**src/rtl/bank_recirc_pkg.sv**
```systemverilog
`timescale 1ns/1ps
package bank_recirc_pkg;

   typedef enum logic [1:0] {
      SRC_IDLE  = 2'd0,
      SRC_RING  = 2'd1,
      SRC_FRESH = 2'd2
   } issue_src_e;

endpackage

```
**src/rtl/bank_busy_timers.sv**
```systemverilog
`timescale 1ns/1ps
module bank_busy_timers #(
   parameter int BANK_BITS = 5,
   parameter int BANK_CYC  = 10
) (
   input  logic                 clk,
   input  logic                 rst_n,
   input  logic                 start,
   input  logic [BANK_BITS-1:0] start_bank,
   output logic [(1<<BANK_BITS)-1:0] busy
);
   localparam int NBANK = 1 << BANK_BITS;
   localparam int CW    = $clog2(BANK_CYC);

   for (genvar g = 0; g < NBANK; g++) begin : g_bank
      logic [CW-1:0] remain;
      always_ff @(posedge clk) begin
         if (!rst_n) begin
            remain <= '0;
         end else if (start && (start_bank == BANK_BITS'(g))) begin
            remain <= CW'(BANK_CYC - 1);
         end else if (remain != '0) begin
            remain <= remain - 1'b1;
         end
      end
      assign busy[g] = (remain != '0);
   end

endmodule

```
**src/rtl/recirc_ring.sv**
```systemverilog
`timescale 1ns/1ps
module recirc_ring #(
   parameter int ADDR_W = 12,
   parameter int STAGES = 3
) (
   input  logic                          clk,
   input  logic                          rst_n,
   input  logic                          in_v,
   input  logic [ADDR_W-1:0]             in_addr,
   input  logic                          in_wr,
   output logic [STAGES-1:0]             st_v,
   output logic [STAGES-1:0][ADDR_W-1:0] st_addr,
   output logic [STAGES-1:0]             st_wr
);

   for (genvar g = 0; g < STAGES; g++) begin : g_stage
      logic              nxt_v;
      logic [ADDR_W-1:0] nxt_addr;
      logic              nxt_wr;
      if (g == 0) begin : g_head
         assign nxt_v    = in_v;
         assign nxt_addr = in_addr;
         assign nxt_wr   = in_wr;
      end else begin : g_body
         assign nxt_v    = st_v[g-1];
         assign nxt_addr = st_addr[g-1];
         assign nxt_wr   = st_wr[g-1];
      end
      always_ff @(posedge clk) begin
         if (!rst_n) begin
            st_v[g]    <= 1'b0;
            st_addr[g] <= '0;
            st_wr[g]   <= 1'b0;
         end else begin
            st_v[g]    <= nxt_v;
            st_addr[g] <= nxt_v ? nxt_addr : '0;
            st_wr[g]   <= nxt_v & nxt_wr;
         end
      end
   end

endmodule

```
**src/rtl/order_guard.sv**
```systemverilog
`timescale 1ns/1ps
module order_guard #(
   parameter int ADDR_W  = 12,
   parameter int STAGES  = 3,
   parameter bit ANY_DIR = 1'b0
) (
   input  logic [ADDR_W-1:0]             new_addr,
   input  logic                          new_wr,
   input  logic [STAGES-1:0]             st_v,
   input  logic [STAGES-1:0][ADDR_W-1:0] st_addr,
   input  logic [STAGES-1:0]             st_wr,
   output logic                          clash
);
   logic [STAGES-1:0] hit;

   for (genvar g = 0; g < STAGES; g++) begin : g_cmp
      if (ANY_DIR) begin : g_any
         assign hit[g] = st_v[g] && (st_addr[g] == new_addr);
      end else begin : g_opp
         assign hit[g] = st_v[g] && (st_addr[g] == new_addr) && (st_wr[g] != new_wr);
      end
   end

   assign clash = |hit;

endmodule

```
**src/rtl/bank_recirc_arbiter.sv**
```systemverilog
`timescale 1ns/1ps
module bank_recirc_arbiter
   import bank_recirc_pkg::*;
#(
   parameter int ADDR_W      = 12,
   parameter int BANK_BITS   = 5,
   parameter int BANK_CYC    = 10,
   parameter int LOOP_STAGES = 3,
   parameter bit STRICT_SAME = 1'b0
) (
   input  logic              clk,
   input  logic              rst_n,
   input  logic [ADDR_W-1:0] lim_lo,
   input  logic [ADDR_W-1:0] lim_hi,
   input  logic              req_valid,
   input  logic [ADDR_W-1:0] req_addr,
   input  logic              req_write,
   output logic              req_ready,
   output logic              req_reject,
   output logic              issue_valid,
   output logic [ADDR_W-1:0] issue_addr,
   output logic              issue_write,
   output logic              issue_from_loop
);
   localparam int NBANK = 1 << BANK_BITS;
   localparam int LAST  = LOOP_STAGES - 1;

   if (BANK_BITS < 1 || BANK_BITS > ADDR_W) begin : g_bad_bits
      $error("BANK_BITS must lie in 1..ADDR_W");
   end
   if (BANK_CYC < 2) begin : g_bad_cyc
      $error("BANK_CYC must be at least 2");
   end
   if (LOOP_STAGES < 1 || LOOP_STAGES >= BANK_CYC) begin : g_bad_ring
      $error("LOOP_STAGES must be at least 1 and shorter than BANK_CYC");
   end

   logic [NBANK-1:0]                   bank_busy;
   logic [LOOP_STAGES-1:0]             lp_v;
   logic [LOOP_STAGES-1:0][ADDR_W-1:0] lp_addr;
   logic [LOOP_STAGES-1:0]             lp_wr;

   logic [BANK_BITS-1:0] new_bank;
   logic [BANK_BITS-1:0] ret_bank;
   logic in_win, clash, ring_wants;
   logic ret_go, ret_recirc, can_direct, fresh_go, fresh_park;
   logic push_v, push_wr;
   logic [ADDR_W-1:0] push_addr;
   issue_src_e src;

   assign new_bank = req_addr[BANK_BITS-1:0];
   assign ret_bank = lp_addr[LAST][BANK_BITS-1:0];
   assign in_win   = (req_addr >= lim_lo) && (req_addr <= lim_hi);

   always_comb begin
      ring_wants = 1'b0;
      for (int i = 0; i < LOOP_STAGES; i++) begin
         if (lp_v[i] && (lp_addr[i][BANK_BITS-1:0] == new_bank)) ring_wants = 1'b1;
      end
   end

   order_guard #(
      .ADDR_W (ADDR_W),
      .STAGES (LOOP_STAGES),
      .ANY_DIR(STRICT_SAME)
   ) u_guard (
      .new_addr(req_addr),
      .new_wr  (req_write),
      .st_v    (lp_v),
      .st_addr (lp_addr),
      .st_wr   (lp_wr),
      .clash   (clash)
   );

   assign ret_go     = lp_v[LAST] && !bank_busy[ret_bank];
   assign ret_recirc = lp_v[LAST] && bank_busy[ret_bank];
   assign can_direct = !ret_go && !bank_busy[new_bank] && !ring_wants;
   assign fresh_go   = req_valid && in_win && !clash && can_direct;
   assign fresh_park = req_valid && in_win && !clash && !can_direct && !ret_recirc;

   assign req_ready  = !in_win || (!clash && (can_direct || !ret_recirc));
   assign req_reject = req_valid && !in_win;

   always_comb begin
      if (ret_go)        src = SRC_RING;
      else if (fresh_go) src = SRC_FRESH;
      else               src = SRC_IDLE;
   end

   always_comb begin
      issue_valid     = 1'b0;
      issue_addr      = '0;
      issue_write     = 1'b0;
      issue_from_loop = 1'b0;
      unique case (src)
         SRC_RING: begin
            issue_valid     = 1'b1;
            issue_addr      = lp_addr[LAST];
            issue_write     = lp_wr[LAST];
            issue_from_loop = 1'b1;
         end
         SRC_FRESH: begin
            issue_valid = 1'b1;
            issue_addr  = req_addr;
            issue_write = req_write;
         end
         default: ;
      endcase
   end

   always_comb begin
      push_v    = ret_recirc | fresh_park;
      push_addr = ret_recirc ? lp_addr[LAST] : req_addr;
      push_wr   = ret_recirc ? lp_wr[LAST]   : req_write;
   end

   bank_busy_timers #(
      .BANK_BITS(BANK_BITS),
      .BANK_CYC (BANK_CYC)
   ) u_timers (
      .clk       (clk),
      .rst_n     (rst_n),
      .start     (issue_valid),
      .start_bank(issue_addr[BANK_BITS-1:0]),
      .busy      (bank_busy)
   );

   recirc_ring #(
      .ADDR_W(ADDR_W),
      .STAGES(LOOP_STAGES)
   ) u_ring (
      .clk    (clk),
      .rst_n  (rst_n),
      .in_v   (push_v),
      .in_addr(push_addr),
      .in_wr  (push_wr),
      .st_v   (lp_v),
      .st_addr(lp_addr),
      .st_wr  (lp_wr)
   );

endmodule

```
**config.mk**
```make
export PLATFORM = sky130hd
export DESIGN_NAME = bank_recirc_arbiter
export DESIGN_NICKNAME = d
export VERILOG_FILES = /design/src/rtl/bank_recirc_pkg.sv /design/src/rtl/bank_busy_timers.sv /design/src/rtl/recirc_ring.sv /design/src/rtl/order_guard.sv /design/src/rtl/bank_recirc_arbiter.sv
export SDC_FILE = /design/constraint.sdc
export NUM_CORES = 1
export LEC_CHECK = 0
export BUFFER_PORTS_ARGS = -buffer_cell sky130_fd_sc_hd__buf_2
export CORE_ASPECT_RATIO = 1.4
export CORE_MARGIN = 1
export CORE_UTILIZATION = 45
export CTS_BUF_LIST = sky130_fd_sc_hd__clkbuf_4
export DETAILED_ROUTE_END_ITERATION = 8
export HOLD_SLACK_MARGIN = 0.06
export PLACE_DENSITY = 0.68
export RECOVER_POWER = 25
export SLEW_MARGIN = 0
export SYNTH_ARGS = -nofsm -noshare
export SYNTH_HDL_FRONTEND = slang
export SYNTH_HIERARCHICAL = 1
export SYNTH_SLANG_ARGS = --single-unit
```
**constraint.sdc**
```tcl
create_clock -name clk -period 10.3 [get_ports clk]
set_input_delay 2.06 -clock clk [delete_from_list [all_inputs] [get_ports clk]]
set_output_delay 2.06 -clock clk [all_outputs]
set_load 0.03 [all_outputs]
```
==> results.cfg <==
[floorplanning]
num_io_pins = 57
fp.dieH_um = 182
rows = 65
start_util = 0.461
die_w_um = 131
core_um2 = 22600
die-area_um2 = 23800

[cells_and_area]
drive_gt1_frac = 0.150
mostFrequentLayoutCells = dfxtp_1, nor2_1, inv_1, ha_1, xnor2_1
final_common_cell = dfxtp_1
multi_input_area_um2 = 6270
nFillCells = 2153
register_area_um2 = 3400
fin_nets = 1285
area_growth_pct = 6.04

[sta]
skew_ps = 14.7
tightest_slew_ps = 3210
drv_slew = 190
slew_headroom = -1.14
hold_viol_final = 0
max_freq_mhz = 120
setup_viol = 0
finalSetupTns_ps = 0
rsz0062_at_grt = false
min_period_ps = 8360
setup_ws_ps = 1940
fin_crit_sh = 0.811

[pwr]
ir_worst_vdd_uv = 87.7
p_leak_nw = 4.65
power.density_nw_per_um2 = 270

[setup_path]
start_kind = primary input
slowest_stage = o21ai_0
cpPeakStageDelay_ps = 1360
path_cells = clkbuf_1, inv_1, ha_1, nor2b_1, o21ai_0, a41oi_1, o21ai_0, nand4_1, o32ai_1, buf_2
path_max_fanout = 16
crit_top_cell = o21ai_0
crit_arrival_ps = 6300
crit_type = in -> out
cp-end-kind = primary output
cp.required_ps = 8240

[clock_tree]
root_buffer = clkbuf_4
post_cts_resized = 0
cts_tree = built
clk_path_buf_depth = 2
cts_setup_buffers = 0
clk_pin_slew_ps = 140
holdBufCountCts = 0
clk_latency_ps = 590
htree_levels = 4
clock-sinks = 170
cts_made_buffers = 17

[place]
hpwl_mm = 17.0
port_buffers = 56
gp_congestion = 0.807
pre_cts_slack_ps = 3000

[logic_synthesis]
netlist_area_um2 = 10400
synth_warnings = 6
ys_types = 58
synth_area_per_cell_um2 = 9.00
synth-main-ff-cell = dfxtp_1
async_flop_share = 0
ys_seq_area_frac = 0.326
netlist_instances = 1158
ys_seq_elements = 170
synth_top_area_share = 0.326
synth-edff-count = 0
synth_area_leaders = dfxtp_1, ha_1, xnor2_1, nor2_1, o21a_1
synth_largest_area_cell = dfxtp_1
synth_nets = 1286

[detailed_routing]
finalWirelength_mm = 23.3
ant_nets = 0
vias_per_cell = 5.37
dr_total_vias = 7897
drc = 0
routedWlPerCell_um = 15.9
drt_iter0_markers = 369
dr.pass1.iters = 7

[global_routing]
track_usage = 0.204
grt-ovfl-total = 0
grt_antenna_before_repair = 1
grt_pass1_vias = 7763
grt_pass1_wl_mm = 37.4
grt_max_degree = 82

[min_path]
holdCritPathClass = reg -> reg

[run_status]
status = finished, violations left
violations = max-capacitance violations, max-slew violations

[job]
max_cap_viol_count = 5
==> flip-flops by register name, summed over array words and instances, names as in the netlist <==
signal	cells
u_ring/g_stage.nxt_addr	24
u_ring/g_stage.nxt_v	2
u_ring/g_stage.nxt_wr	2
u_ring/st_addr	12
u_ring/st_v	1
u_ring/st_wr	1
u_timers/g_bank.remain	128
==> critical path: cells and delay by family <==
| kind | cells | cell delay, ps |
|---|---|---|
| adder cells (fa/ha/maj) | 1 | 350 |
| AND/OR/NAND/NOR | 2 | 340 |
| buffers and inverters | 3 | 1370 |
| AO/OA/AOI/OAI | 4 | 2160 |
==> Yosys cell counts, drive strengths merged (13+ instances only) <==
cell	count
dfxtp	170
nor2	135
inv	101
ha	88
xnor2	79
o21a	64
clkbuf	57
nand2	44
mux2	43
o21ai	41
and3	39
xor2	39
a211oi	34
nor3	32
or3b	32
nand4	30
buf	20
mux2i	20
and2	15
mux4	13
==> where the power goes <==
group          total (mW)  internal (mW)  switching [mW]
Clock               0.454          0.221           0.233
Sequential           1.02          0.875           0.141
Combinational        1.52          0.739           0.779
Total                2.99           1.84            1.15
==> per-stage QoR <==
step | total power [mW] | std cells | cell area (um^2) | util | hold WS [ps]
2_1_floorplan | 2.29 | 1158 | 10400 | - | 454
3_3_place_gp | 2.51 | 1439 | 10700 | 0.474 | 479
3_5_place_dp | 2.55 | 1439 | 10700 | 0.474 | 489
4_1_cts | 3.01 | 1470 | 11100 | 0.489 | 507
5_1_grt | 3.25 | 1471 | 11100 | 0.489 | 516
6_report | 2.99 | 1471 | 11100 | 0.489 | 506
==> logic make-up (layout without fill, tap and decap cells) <==
family                     count (synthesis)  count (layout)  synth area share
AOI/OAI and AO/OA                        166             166             0.118
xor gates and xnor gates                 118             118            0.0991
muxes                                     76              76            0.0948
buffers and inverters                    178             189            0.0713
adders and majority gates                 88              88             0.106
and+or+nand+nor                          362             362             0.184
other                                      0               1                 0
DFF                                      170             170             0.326
==> routing by layer <==
| metal | wire length (um) | part of all wire | global-route usage |
|---|---|---|---|
| met4 | 907 | 0.039 | 0.107 |
| met2 | 12500 | 0.54 | 0.390 |
| met5 | 0 | 0 | 0 |
| met3 | 747 | 0.032 | 0.0384 |
| met1 | 9190 | 0.39 | 0.204 |
==> area by class of cell <==
| cell class | count | area share |
|---|---|---|
| Multi-Input combinational cell | 810 | 0.567 |
| Sequential cell | 170 | 0.308 |
| Inverter | 101 | 0.0343 |
| Tap cell | 301 | 0.0341 |
| Timing Repair Buffer | 57 | 0.0255 |
| Clock inverter | 12 | 0.0179 |
| Clock buffer | 19 | 0.0129 |
| Antenna cell | 1 | 0.000226 |
==> path summary, 6_finish.rpt <==
check,startpoint,to,slack [ps],cells after the start
worst max register to register,u_timers/g_bank[17].remain[0],u_timers/g_bank[6].remain[1],4450,12
worst max-delay path,req_addr[0],issue_addr[4],1940,10
worst min-delay path,u_ring/g_stage[1].nxt_wr,u_ring/g_stage[2].nxt_wr,510,1
worst min register to register,u_ring/g_stage[1].nxt_wr,u_ring/g_stage[2].nxt_wr,510,1
No activity file was read; power rests on OpenSTA's default activity.
